===== src/rtl/prd_pkg.sv =====
package prd_pkg;

    localparam int DESC_BYTES   = 8;
    localparam int LAST_BIT     = 63;
    localparam int CNT_HI_BIT   = 47;
    localparam int CNT_LO_BIT   = 33;
    localparam int MAX_REGION   = 65536;

    typedef enum logic [2:0] {
        ST_IDLE  = 3'd0,
        ST_WALK  = 3'd1,
        ST_FETCH = 3'd2,
        ST_ISSUE = 3'd3,
        ST_DONE  = 3'd4
    } walk_state_e;

endpackage


===== src/rtl/prd_desc_decode.sv =====
module prd_desc_decode #(
    parameter int ADDR_W = 32,
    parameter int RLEN_W = 17
) (
    input  logic [63:0]       desc_i,
    output logic [ADDR_W-1:0] region_addr_o,
    output logic [RLEN_W-1:0] region_len_o,
    output logic              last_o
);
    import prd_pkg::*;

    localparam int FIELD_W = CNT_HI_BIT - CNT_LO_BIT + 1;

    logic [FIELD_W-1:0] half_count;
    logic               unused_desc_bits;

    assign unused_desc_bits = ^{desc_i[62:48], desc_i[32]};
    assign half_count       = desc_i[CNT_HI_BIT:CNT_LO_BIT];
    assign region_addr_o    = ADDR_W'(desc_i[31:0]);
    assign last_o           = desc_i[LAST_BIT];

    always_comb begin
        if (half_count == '0) begin
            region_len_o = RLEN_W'(MAX_REGION);
        end else begin
            region_len_o = RLEN_W'({half_count, 1'b0});
        end
    end

endmodule


===== src/rtl/prd_chunk_sel.sv =====
module prd_chunk_sel #(
    parameter int CNT_W       = 24,
    parameter int RLEN_W      = 17,
    parameter int BURST_BYTES = 256,
    parameter int BURST_W     = 9
) (
    input  logic [CNT_W-1:0]   remaining_i,
    input  logic [RLEN_W-1:0]  region_left_i,
    output logic [BURST_W-1:0] chunk_o
);
    localparam int W = ((CNT_W > RLEN_W) ? CNT_W : RLEN_W) + 1;

    logic [W-1:0] a_ext;
    logic [W-1:0] b_ext;
    logic [W-1:0] cap;
    logic [W-1:0] min_ab;
    logic [W-1:0] min_all;

    always_comb begin
        a_ext   = W'(remaining_i);
        b_ext   = W'(region_left_i);
        cap     = W'(BURST_BYTES);
        min_ab  = (a_ext < b_ext) ? a_ext : b_ext;
        min_all = (min_ab < cap) ? min_ab : cap;
        chunk_o = BURST_W'(min_all);
    end

endmodule


===== src/rtl/prd_fence.sv =====
module prd_fence #(
    parameter int ADDR_W      = 32,
    parameter int TABLE_LIMIT = 4096
) (
    input  logic [ADDR_W-1:0] base_i,
    input  logic [ADDR_W-1:0] ptr_i,
    output logic              hit_o
);
    logic [ADDR_W-1:0] walked;

    assign walked = ptr_i - base_i;
    assign hit_o  = (walked >= ADDR_W'(TABLE_LIMIT));

endmodule


===== src/rtl/prd_walker.sv =====
module prd_walker #(
    parameter int ADDR_W      = 32,
    parameter int CNT_W       = 24,
    parameter int BURST_BYTES = 256,
    parameter int TABLE_LIMIT = 4096,
    localparam int RLEN_W     = 17,
    localparam int BURST_W    = $clog2(BURST_BYTES) + 1
) (
    input  logic               clk,
    input  logic               rst_n,
    input  logic               start_i,
    input  logic               dir_i,
    input  logic [ADDR_W-1:0]  table_base_i,
    input  logic [CNT_W-1:0]   byte_count_i,
    output logic               desc_req_o,
    output logic [ADDR_W-1:0]  desc_addr_o,
    input  logic               desc_ack_i,
    input  logic [63:0]        desc_data_i,
    output logic               mreq_valid_o,
    input  logic               mreq_ready_i,
    output logic               mreq_write_o,
    output logic [ADDR_W-1:0]  mreq_addr_o,
    output logic [BURST_W-1:0] mreq_len_o,
    output logic [CNT_W-1:0]   mreq_offset_o,
    output logic               busy_o,
    output logic               done_o,
    output logic               short_o
);
    import prd_pkg::*;

    typedef struct packed {
        walk_state_e       state;
        logic              dir;
        logic [ADDR_W-1:0] base;
        logic [ADDR_W-1:0] ptr;
        logic [CNT_W-1:0]  rem;
        logic [CNT_W-1:0]  idx;
        logic [ADDR_W-1:0] raddr;
        logic [RLEN_W-1:0] rlen;
        logic              last;
        logic              short_f;
    } walk_t;

    walk_t walk_d;
    walk_t walk_q;

    logic [ADDR_W-1:0]  dec_addr;
    logic [RLEN_W-1:0]  dec_len;
    logic               dec_last;
    logic [BURST_W-1:0] chunk;
    logic               fence_hit;

    prd_desc_decode #(
        .ADDR_W (ADDR_W),
        .RLEN_W (RLEN_W)
    ) u_decode (
        .desc_i        (desc_data_i),
        .region_addr_o (dec_addr),
        .region_len_o  (dec_len),
        .last_o        (dec_last)
    );

    prd_chunk_sel #(
        .CNT_W       (CNT_W),
        .RLEN_W      (RLEN_W),
        .BURST_BYTES (BURST_BYTES),
        .BURST_W     (BURST_W)
    ) u_chunk (
        .remaining_i   (walk_q.rem),
        .region_left_i (walk_q.rlen),
        .chunk_o       (chunk)
    );

    prd_fence #(
        .ADDR_W      (ADDR_W),
        .TABLE_LIMIT (TABLE_LIMIT)
    ) u_fence (
        .base_i (walk_q.base),
        .ptr_i  (walk_q.ptr),
        .hit_o  (fence_hit)
    );

    always_comb begin
        walk_d = walk_q;
        unique case (walk_q.state)
            ST_IDLE: begin
                if (start_i) begin
                    walk_d.dir     = dir_i;
                    walk_d.base    = table_base_i;
                    walk_d.ptr     = table_base_i;
                    walk_d.rem     = byte_count_i;
                    walk_d.idx     = '0;
                    walk_d.raddr   = '0;
                    walk_d.rlen    = '0;
                    walk_d.last    = 1'b0;
                    walk_d.short_f = 1'b0;
                    walk_d.state   = ST_WALK;
                end
            end
            ST_WALK: begin
                if (walk_q.rem == '0) begin
                    walk_d.short_f = 1'b0;
                    walk_d.state   = ST_DONE;
                end else if (walk_q.rlen == '0) begin
                    if (walk_q.last || fence_hit) begin
                        walk_d.short_f = 1'b1;
                        walk_d.state   = ST_DONE;
                    end else begin
                        walk_d.state = ST_FETCH;
                    end
                end else begin
                    walk_d.state = ST_ISSUE;
                end
            end
            ST_FETCH: begin
                if (desc_ack_i) begin
                    walk_d.raddr = dec_addr;
                    walk_d.rlen  = dec_len;
                    walk_d.last  = dec_last;
                    walk_d.ptr   = walk_q.ptr + ADDR_W'(DESC_BYTES);
                    walk_d.state = ST_ISSUE;
                end
            end
            ST_ISSUE: begin
                if (mreq_ready_i) begin
                    walk_d.raddr = walk_q.raddr + ADDR_W'(chunk);
                    walk_d.rlen  = walk_q.rlen - RLEN_W'(chunk);
                    walk_d.rem   = walk_q.rem - CNT_W'(chunk);
                    walk_d.idx   = walk_q.idx + CNT_W'(chunk);
                    if (walk_d.rem == '0) begin
                        walk_d.short_f = 1'b0;
                        walk_d.state   = ST_DONE;
                    end else if (walk_d.rlen == '0) begin
                        walk_d.state = ST_WALK;
                    end
                end
            end
            ST_DONE: begin
                walk_d.state = ST_IDLE;
            end
            default: begin
                walk_d.state = ST_IDLE;
            end
        endcase
    end

    always_ff @(posedge clk or negedge rst_n) begin
        if (!rst_n) begin
            walk_q <= '0;
        end else begin
            walk_q <= walk_d;
        end
    end

    assign desc_req_o    = (walk_q.state == ST_FETCH);
    assign desc_addr_o   = walk_q.ptr;
    assign mreq_valid_o  = (walk_q.state == ST_ISSUE);
    assign mreq_write_o  = walk_q.dir;
    assign mreq_addr_o   = walk_q.raddr;
    assign mreq_len_o    = chunk;
    assign mreq_offset_o = walk_q.idx;
    assign busy_o        = (walk_q.state != ST_IDLE);
    assign done_o        = (walk_q.state == ST_DONE);
    assign short_o       = (walk_q.state == ST_DONE) && walk_q.short_f;

endmodule


===== config.mk =====
export PLATFORM = sky130hd
export DESIGN_NAME = prd_walker
export DESIGN_NICKNAME = d
export VERILOG_FILES = /design/src/rtl/prd_pkg.sv /design/src/rtl/prd_desc_decode.sv /design/src/rtl/prd_chunk_sel.sv /design/src/rtl/prd_fence.sv /design/src/rtl/prd_walker.sv
export SDC_FILE = /design/constraint.sdc
export NUM_CORES = 1
export LEC_CHECK = 0
export ABC_AREA = 1
export BUFFER_PORTS_ARGS = -buffer_cell sky130_fd_sc_hd__buf_2
export CORE_MARGIN = 2
export CORE_UTILIZATION = 40
export CTS_BUF_LIST = sky130_fd_sc_hd__clkbuf_8
export CTS_CLUSTER_DIAMETER = 50
export DETAILED_ROUTE_END_ITERATION = 10
export PLACE_DENSITY_LB_ADDON = 0.3
export SYNTH_ARGS = -nofsm -noshare
export SYNTH_HDL_FRONTEND = slang
export SYNTH_SLANG_ARGS = --single-unit

===== constraint.sdc =====
create_clock -name clk -period 9.2 [get_ports clk]
set_clock_uncertainty 0.15 [all_clocks]
set_input_delay 0.92 -clock clk [delete_from_list [all_inputs] [get_ports clk]]
set_output_delay 0.92 -clock clk [all_outputs]
set_load 0.1 [all_outputs]

# == Yosys cells after proc, flatten, opt, wreduce, memory -nomap -nowiden ==
# Cells that the tools add are included.
# word_totals
reg_bits,167
inputBits,126
output_inout_bits,103
word_cells,74
# op_classes
add_sub_neg,6
order_cmp,3
n_eq_ne,11
mux,25
n_reduce_logical,19
# ops
op,n
167-bit 2-to-1 mux,1
49-bit case mux with 3 select lines,1
97-bit 2-to-1 mux,1
48-bit case mux with 2 select lines,1
32-bit case mux with 2 select lines,1
50-bit 2-to-1 mux,1
24-bit zero test,2
17-bit zero test,2
32-bit by 4-bit adder with 32-bit output (second input constant),1
32-bit by 9-bit adder with 32-bit output,1
32-bit by 13-bit greater-or-equal comparator with 1-bit output (second input constant),1
32-bit 2-to-1 mux,1
32-bit subtractor,1
24-bit by 9-bit adder with 24-bit output,1
24-bit by 17-bit less-than comparator with 1-bit output,1
24-bit by 9-bit less-than comparator with 1-bit output (second input constant),1
24-bit 2-to-1 mux,1
24-bit by 9-bit subtractor with 24-bit output,1
3-bit 2-to-1 mux,7
17-bit 2-to-1 mux,1
17-bit by 9-bit subtractor with 17-bit output,1
15-bit zero test,1
3-bit case mux with 4 select lines,1
9-bit 2-to-1 mux,1
other kinds (19),32

# == Longest topological paths before layout ==
# Gate-level depths: netlist of the first run.
# logic_depth
word_depth,10
mapped_depth,32

# == Hierarchy ==
# From an unflattened synthesis of the first run, not the netlist that was laid out.
# unflattened
cells_unflattened,2629
area_unflattened_um2,16121.7
# modules_own_cells
module,n_inst,cells_per_inst,area_per_inst_um2,seq_area_each_um2
prd_walker,1,1865,12415.7,4179.0
prd_fence,1,548,2534.9,0.0
prd_chunk_sel,1,138,750.7,0.0
prd_desc_decode,1,78,420.4,0.0

# == Worst setup path before layout of the first run ==
# OpenSTA, ideal clock, no wires.
# synth_path
kind,flip-flop to flip-flop
from,register walk_q[11] in the netlist's numbering
to,register walk_q[164] in the netlist's numbering
t_arrival_ps,4498
setup_slack_ps,4435
stages_incl_launch_ff,30
synth_period_minus_slack_ps,4765
path_cell_list,dfrtp_1 inv_1 ha_1 a21oi_1 o21a_1 o221ai_1 a211oi_1 nand2_1 clkbuf_1 o21ai_0 nand2_1 inv_1 ha_1 inv_1 fa_1 nand3_1 nand2_1 nand2_1 nand2_1 nand3_1 nand2_1 nand2_1 nand2_1 xor2_1 nand4_1 nand3_1 nand2_1 clkinv_1 nand2_1 nand2_1
# synth_via
elab_chain_len,9
elab_cells_between_ends,16
cone_classes,add/sub: 2; order compare: 2; eq/ne: 1; mux: 7; reduce/logical: 4
# synth_rtl
item,line_no,rtl
start: declaration,prd_walker.sv:45,walk_t walk_q;
start signal: assignment,prd_walker.sv:151,walk_q <= walk_d;
24-bit by 17-bit less-than comparator with 1-bit output,prd_chunk_sel.sv:23,min_ab = (a_ext < b_ext) ? a_ext : b_ext;
24-bit 2-to-1 mux (*),prd_chunk_sel.sv:23,
24-bit by 9-bit less-than comparator with 1-bit output,prd_chunk_sel.sv:24,min_all = (min_ab < cap) ? min_ab : cap;
9-bit 2-to-1 mux (*),prd_chunk_sel.sv:24,
via mreq_len_o[0],prd_walker.sv:23,"output logic [BURST_W-1:0] mreq_len_o,"
24-bit by 9-bit subtractor with 24-bit output,prd_walker.sv:128,walk_d.rem = walk_q.rem - CNT_W'(chunk);
24-bit zero test,prd_walker.sv:130,if (walk_d.rem == '0) begin
3-bit 2-to-1 mux,prd_walker.sv:130,
3-bit 2-to-1 mux,prd_walker.sv:125,if (mreq_ready_i) begin
3-bit case mux with 4 select lines,prd_walker.sv:85,unique case (walk_q.state)
# Mark *: on every way through the listed nets, which the timed path passes. The rest lies on a longest branch. The select of a mux whose other input is x is not followed.
# A chain may end at the register's enable or synchronous reset.

# == Worst setup path after layout of the first run ==
# layout_path
from,register walk_q[86] in the netlist's numbering
to,register walk_q (netlist bit mreq_addr_o[21])
# layout_via
elab_chain_len,7
# layout_rtl
item,line_no,rtl
24-bit by 17-bit less-than comparator with 1-bit output,prd_chunk_sel.sv:23,
24-bit 2-to-1 mux (*),prd_chunk_sel.sv:23,
24-bit by 9-bit less-than comparator with 1-bit output,prd_chunk_sel.sv:24,
9-bit 2-to-1 mux (*),prd_chunk_sel.sv:24,
32-bit by 9-bit adder with 32-bit output (*),prd_walker.sv:126,walk_d.raddr = walk_q.raddr + ADDR_W'(chunk);
97-bit 2-to-1 mux (*),prd_walker.sv:125,
49-bit case mux with 3 select lines (*),prd_walker.sv:85,
# Mark *: on every way between the ends. The rest lies on a longest branch, timed or not. The select of a mux whose other input is x is not followed.

==> out/qor.yml, run 1 <==
setup_path:
  max_stage_delay_ps: 510
  reg2reg_to: "mreq_addr_o[21]"
  path_common_cell: "nand2_1"
  arrival_ps: 5810
  r2r-start: "walk_q[86]"
  worst_r2r_path_depth: 26
  critical_path_class: "flop to flop"
  cp_max_fo: 17
  cp-start-kind: "flop"
  worst_path_max_delay_cell: "o21ai_0"
  cp-end-kind: "flop"
  required_ps: 9420
  r2r_setup_slack_ps: 3610
routing:
  route.detailed.drc: 0
  drt.antenna.violating_nets: 0
  viasPerCell: 5.274
  dr.pass1.iters: 5
  postRouteWirelength_um: 46090
  dr_total_vias: 15090
  wl_per_cell_um: 16.10
  drt_iter0_drc: 1007
synth:
  syn-num-nets: 2499
  syn_area_um2: 14680
  postSynthCellCount: 2284
  synth_most_common_cell: "nand2_1"
  synth_area_leaders: "dfrtp_1 28%, nand2_1 18%, inv_1 8.3%"
  async_reset_ff_frac: 1.000
  ys_warn_count: 0
  synth_area_leader_cell: "dfrtp_1"
  ys_ff_latch: 167
  ys_seq_area_frac: 0.2846
  synthFlopType: "dfrtp_1"
  synth_edf_count: 0
  synth_area_per_cell_um2: 6.429
  synthTopCellsByCount: "707 x nand2_1, 326 x inv_1, 167 x dfrtp_1, 161 x o21ai_0, 156 x nor2_1"
  synth_top_area_frac: 0.2846
  synthDistinctLibCells: 57
finish:
  fin_nets: 2597
  areaGrowthSynthToFinish_pct: 9.152
  drive_above_1_share: 0.1165
  n_antenna_cell: 0
sta:
  fmax_mhz: 178.8
  final_hold_viol_count: 0
  layout_setup_ws_ps: 3606
  finalCritPeriodShare: 0.6081
  tightest_slew_ps: 1201
  slew_viol_final: 0
  period_needed_ps: 5594
  setup_violations: 0
  slew_headroom: 0.1981
  tns_ps: 0
  rsz0062_at_grt: "no"
placement:
  place_ws_ps: 3743
  place_hpwl_um: 35450
  io_buffers: 212
  place.gp.congestion: 0.9313
global_routing:
  first_global_vias: 14370
  grt_pass1_wl_um: 74240
  grt_use_total: 0.2423
  grt_max_degree: 84
  antenna_found_initial: 0
  overflow: 0
floorplanning:
  top_level_ports: 229
  die_w_um: 195.6
  die_h_um: 195.6
  num_rows: 70
  dieArea_um2: 38260
  start_util: 0.4040
  core_um2: 36350
run:
  cap_violations: 0
clock_tree:
  clkLatencyLatePin_ps: 500
  hold_buffers: 0
  h-tree-depth: 4
  cts_setup_buffers: 0
  cts_tree: "done"
  numCtsBuffers: 17
  clockBufferDepth: 2
  clkTransAtPathRegs_ps: 100
  clock_sinks: 167
  ctsRootBufferMaster: "clkbuf_8"
  cts-resized-gates: 0
min_path:
  hold_path_class: "input pin to async pin"
run_status:
  status: "complete, no violations"
## metal layers
layer  GRT usage  share of wire
met3     0.04456          0.061
met4     0.08906          0.028
met2      0.3960           0.46
met1      0.3199           0.45
met5           0              0
## worst max-delay path, delay by kind of cell, from the launching register on
family                   cells  cell delay, ps
AO/OA/AOI/OAI                7            1410
AND/OR/NAND/NOR             15            2420
buffers and inverters        2             320
adder cells (fa/ha/maj)      2             670
flip-flops                   1             490
## area by class of cell
| type | count | area (µm²) |
|---|---|---|
| clock inverters | 13 | 250.2 |
| flip-flops and latches | 167 | 4179 |
| multi-input cells | 1640 | 8371 |
| repair buffers | 221 | 1135 |
| well taps | 468 | 585.6 |
| fillers | 3856 | 20320 |
| clock buffers | 18 | 247.7 |
| inverters | 335 | 1260 |
## registers in the layout (all words and copies together), names as in the netlist
signal,flops
desc_addr_o,32
mreq_addr_o,32
mreq_offset_o,24
mreq_write_o,1
walk_q,78
## worst max-delay path by stage
stage | startpoint | endpoint | cells after the start
after floorplan | walk_q[11] | walk_q[164] | 29
after global placement | walk_q[11] | mreq_addr_o[21] | 27
after detailed placement | walk_q[11] | mreq_addr_o[21] | 27
after CTS | walk_q[11] | mreq_addr_o[21] | 27
after global routing | walk_q[11] | mreq_addr_o[21] | 27
final | walk_q[86] | mreq_addr_o[21] | 26
## cell usage in the layout (no fill, tap or decap), types with 4 or more instances in the layout
cell type / n
nand2_1: 707
inv_1: 327
buf_2: 211
dfrtp_1: 167
o21ai_0: 161
nor2_1: 155
a21oi_1: 135
nand3_1: 133
ha_1: 84
nand4_1: 43
nor3_1: 37
a22oi_1: 20
nor4_1: 19
clkbuf_8: 18
o22ai_1: 17
xor2_1: 16
o221ai_1: 11
a21o_1: 10
buf_4: 9
o21ai_1: 8
xnor2_1: 8
or2_2: 7
bufinv_16: 7
o211ai_1: 6
inv_2: 6
nand3b_1: 6
and2_1: 5
a2bb2oi_1: 5
fa_1: 5
o21bai_1: 4
## through the flow
step	hold slack [ps]	util	instances	area, µm²
after CTS	173.1	0.4410	2862	16030
after global routing	190.2	0.4410	2862	16030
after detailed placement	319.8	0.4273	2831	15530
after floorplan	295.9	-	2284	14680
final	187.4	0.4410	2862	16030
after global placement	301.9	0.4273	2831	15530
## cell families after synthesis
group / after synthesis / share of synthesized area
xor+xnor: 24 / 0.01431
flops: 167 / 0.2846
compound gates: 400 / 0.1541
simple gates: 1127 / 0.3224
fa+ha+maj: 89 / 0.07839
buf+inv: 477 / 0.1462
Power of run 1 is left out: the tool's default activity adds up to more than one toggle a clock period on the data nets, which glitch-free logic cannot reach.
==> run 2: changes to the inputs <==
Settings changed: ABC_AREA 1 to 0.
Clock period 9.2 ns to 5.25 ns, I/O delays scaled along.
==> out/qor.yml, run 2 <==
clock_tree:
  cts_tree: "done"
  numCtsBuffers: 17  # unchanged
  clkTransAtPathRegs_ps: 110  # about the same
  clockBufferDepth: 2  # unchanged
  ctsRootBufferMaster: "clkbuf_8"
  clock_sinks: 167  # unchanged
  h-tree-depth: 4  # unchanged
  clkLatencyLatePin_ps: 500  # about the same
synth:
  synth_area_leader_cell: "dfrtp_1"
  postSynthCellCount: 1681  # -26%
  synth_mux_area_frac: 0.01361  # +0.01361
  synth_area_per_cell_um2: 7.932  # +23%
  synth_top_family_by_area: "compound AO/OA/AOI/OAI gates"
  synth_edf_count: 0  # unchanged
  synth_top_area_frac: 0.3134  # +0.02881
  async_reset_ff_frac: 1.000  # unchanged
  synthDistinctLibCells: 86  # +51%
  syn-num-nets: 1896  # -24%
  ys_warn_count: 0  # unchanged
  yosys.area_share.simple: 0.2072  # -0.1152
  synthTopCellsByCount: "214 x nand2_1, 167 x dfrtp_1, 145 x o21ai_0, 136 x a21oi_1, 115 x nor2_1"
  synthFlopType: "dfrtp_1"
  syn_area_um2: 13330  # -9.2%
  synth_compound_area_frac: 0.2487  # +0.09461
  synth_most_common_cell: "nand2_1"
  synth_area_leaders: "dfrtp_1 31%, ha_1 7.9%, nand2_1 6.0%"
  synth-xor-area-share: 0.03481  # +0.02050
  ys_seq_area_frac: 0.3134  # +0.02881
  ys_ff_latch: 167  # unchanged
  synth_fa_ha_area_frac: 0.08633  # +0.007937
setup_path:
  path_depth: 19  # -27%
  cp_top_family: "compound AO/OA/AOI/OAI gates"
  worst_path_max_delay_cell: "or4_4"
  max_stage_delay_ps: 560  # +50 ps
  critPathBufInv: 2  # unchanged
  critical_path_class: "flop to flop"
  worst_r2r_path_depth: 19  # -27%
  cp_max_fo: 8  # -9
  path_cells: "or4_4 -> or3_4 -> a2111oi_4 -> o41a_4 -> buf_6 -> nor2_1 -> a31oi_2 -> buf_4 -> ha_4 -> a211o_1 -> o211ai_1 -> a21oi_2 -> a21o_1 -> a211oi_4 -> nand3_1 -> xnor2_1 -> or4_4 -> nand2_1 -> o211ai_1"
  required_ps: 5480  # -3940 ps
  cp-end-kind: "flop"
  arrival_ps: 5340  # -470 ps
  cp-start-kind: "flop"
finish:
  largest_reg_flops: 78  # unchanged
  fin_nets: 2031  # -22%
  drive_above_1_share: 0.2231  # +0.1065
  areaGrowthSynthToFinish_pct: 15.40
  fin_area_um2: 15390  # -4.0%
  fin_util: 0.4705  # +0.02957
  layout_commonest_cell: "nand2_1"
  fillers: 3300  # -14%
  largest-register: "walk_q"
  mostFrequentLayoutCells: "213 x nand2_1, 211 x buf_2, 166 x dfrtp_1"
routing:
  postRouteWirelength_um: 42550  # -7.7%
  drt_iter0_drc: 979  # -2.8%
  route.detailed.drc: 0  # unchanged
  dr.pass1.iters: 5  # unchanged
  viasPerCell: 5.756  # +9.2%
  drt.antenna.violating_nets: 0  # unchanged
  wl_per_cell_um: 18.72  # +16%
  dr_total_vias: 13080  # -13%
sta:
  final_hold_viol_count: 0  # unchanged
  slew_viol_final: 0  # unchanged
  period_needed_ps: 5111  # -483.8 ps
  tightest_slew_ps: 1002  # -199.6 ps
  finalCritPeriodShare: 0.9734  # +0.3654
  tns_ps: 0  # unchanged
  slew_headroom: 0.3317  # +0.1336
  rsz0062_at_grt: "yes"
  setup_violations: 0  # unchanged
  fmax_mhz: 195.7  # +9.5%
global_routing:
  grt_pass1_wl_um: 66320  # -11%
  overflow: 0  # unchanged
  antenna_found_initial: 4  # +4
  first_global_vias: 12310  # -14%
  grt_max_degree: 87  # +3.6%
  grt_use_total: 0.2372  # -0.005116
floorplanning:
  core_um2: 32700  # -10%
  dieArea_um2: 34810  # -9.0%
  die_w_um: 186.6  # -4.6%
  num_rows: 66  # -5.7%
  top_level_ports: 229  # unchanged
  die_h_um: 186.6  # -4.6%
  start_util: 0.4078  # +0.003759
run_status:
  status: "complete, no violations"
placement:
  place_area_um2: 14540  # -6.3%
  io_buffers: 212  # unchanged
  place.gp.congestion: 0.9031  # -3.0%
  place_hpwl_um: 31080  # -12%
min_path:
  min_path_cells: 3
  hold_path_class: "input pin to flop"
run:
  cap_violations: 0  # unchanged
[run 2: cell types whose count changed in the layout (fill, tap and decap cells not counted), sizes merged, moves of 30 or more]
cell	change
a31oi	+30
nand2	-494
nand3	-63
inv	-251
buf	+65
nor2	-43
[run 2: area by class of cell]
type / instances / area, µm² / area share
Clock inverter: 14 / 186.4 / 0.01212
Inverter: 77 / 289.0 / 0.01878
Clock buffer: 18 / 247.7 / 0.01610
Tap cell: 442 / 553.0 / 0.03594
Multi-Input combinational cell: 1266 / 8269 / 0.5374
Sequential cell: 167 / 4180 / 0.2717
Antenna cell: 2 / 5.005 / 0.0003253
Timing Repair Buffer: 287 / 1657 / 0.1077
[run 2: routing by layer]
layer / up-vias / wire, µm / GRT usage
met1: 6280 / 18460 / 0.3081
met4: 4 / 915 / 0.06960
met3: 56 / 3317 / 0.06150
met5: - / 27 / 0
li1: 6260 / - / -
met2: 484 / 19830 / 0.3889
[run 2: kinds of logic after synthesis]
logic type,after synthesis
adder cells (fa/ha/maj),89
multiplexers,18
buffers and inverters,248
flip-flops,167
XOR/XNOR,53
AO/OA/AOI/OAI,524
AND/OR/NAND/NOR,582
[run 2: worst min-delay path, stage by stage]
cell	delay, ps
buf_2	70
nand2_1	40
nand2_1	40
[run 2: worst paths after layout]
kind	from	end	slack, ps
max in group asynchronous	rst_n	walk_q[153]	3490
hold / removal	dir_i	mreq_write_o	70
setup / recovery	walk_q[95]	walk_q[165]	140
hold reg to reg	mreq_write_o	mreq_write_o	330
min in group asynchronous	rst_n	mreq_offset_o[21]	490
setup reg to reg	walk_q[95]	walk_q[165]	140
[run 2: timing repair]
item	4_1_cts	5_1_grt
endpoints found under the setup margin	6	29
hold buffers	1	0
endpoints found under the hold margin	75	0
pin swaps	0	22
gates resized for setup	4	58
setup buffers	0	10
[run 2: metrics by stage]
stage / hold slack, ps / setup WS, ps / std cells
6_report: 66.34 / 139.5 / 2273
4_1_cts: 20.46 / 1.827 / 2261
5_1_grt: 46.56 / -29.87 / 2271
3_5_place_dp: 313.9 / -73.09 / 2228
2_1_floorplan: 79.41 / -53.14 / 1681
3_3_place_gp: 312.1 / -80.57 / 2228
Power of run 2 is left out for the same reason.
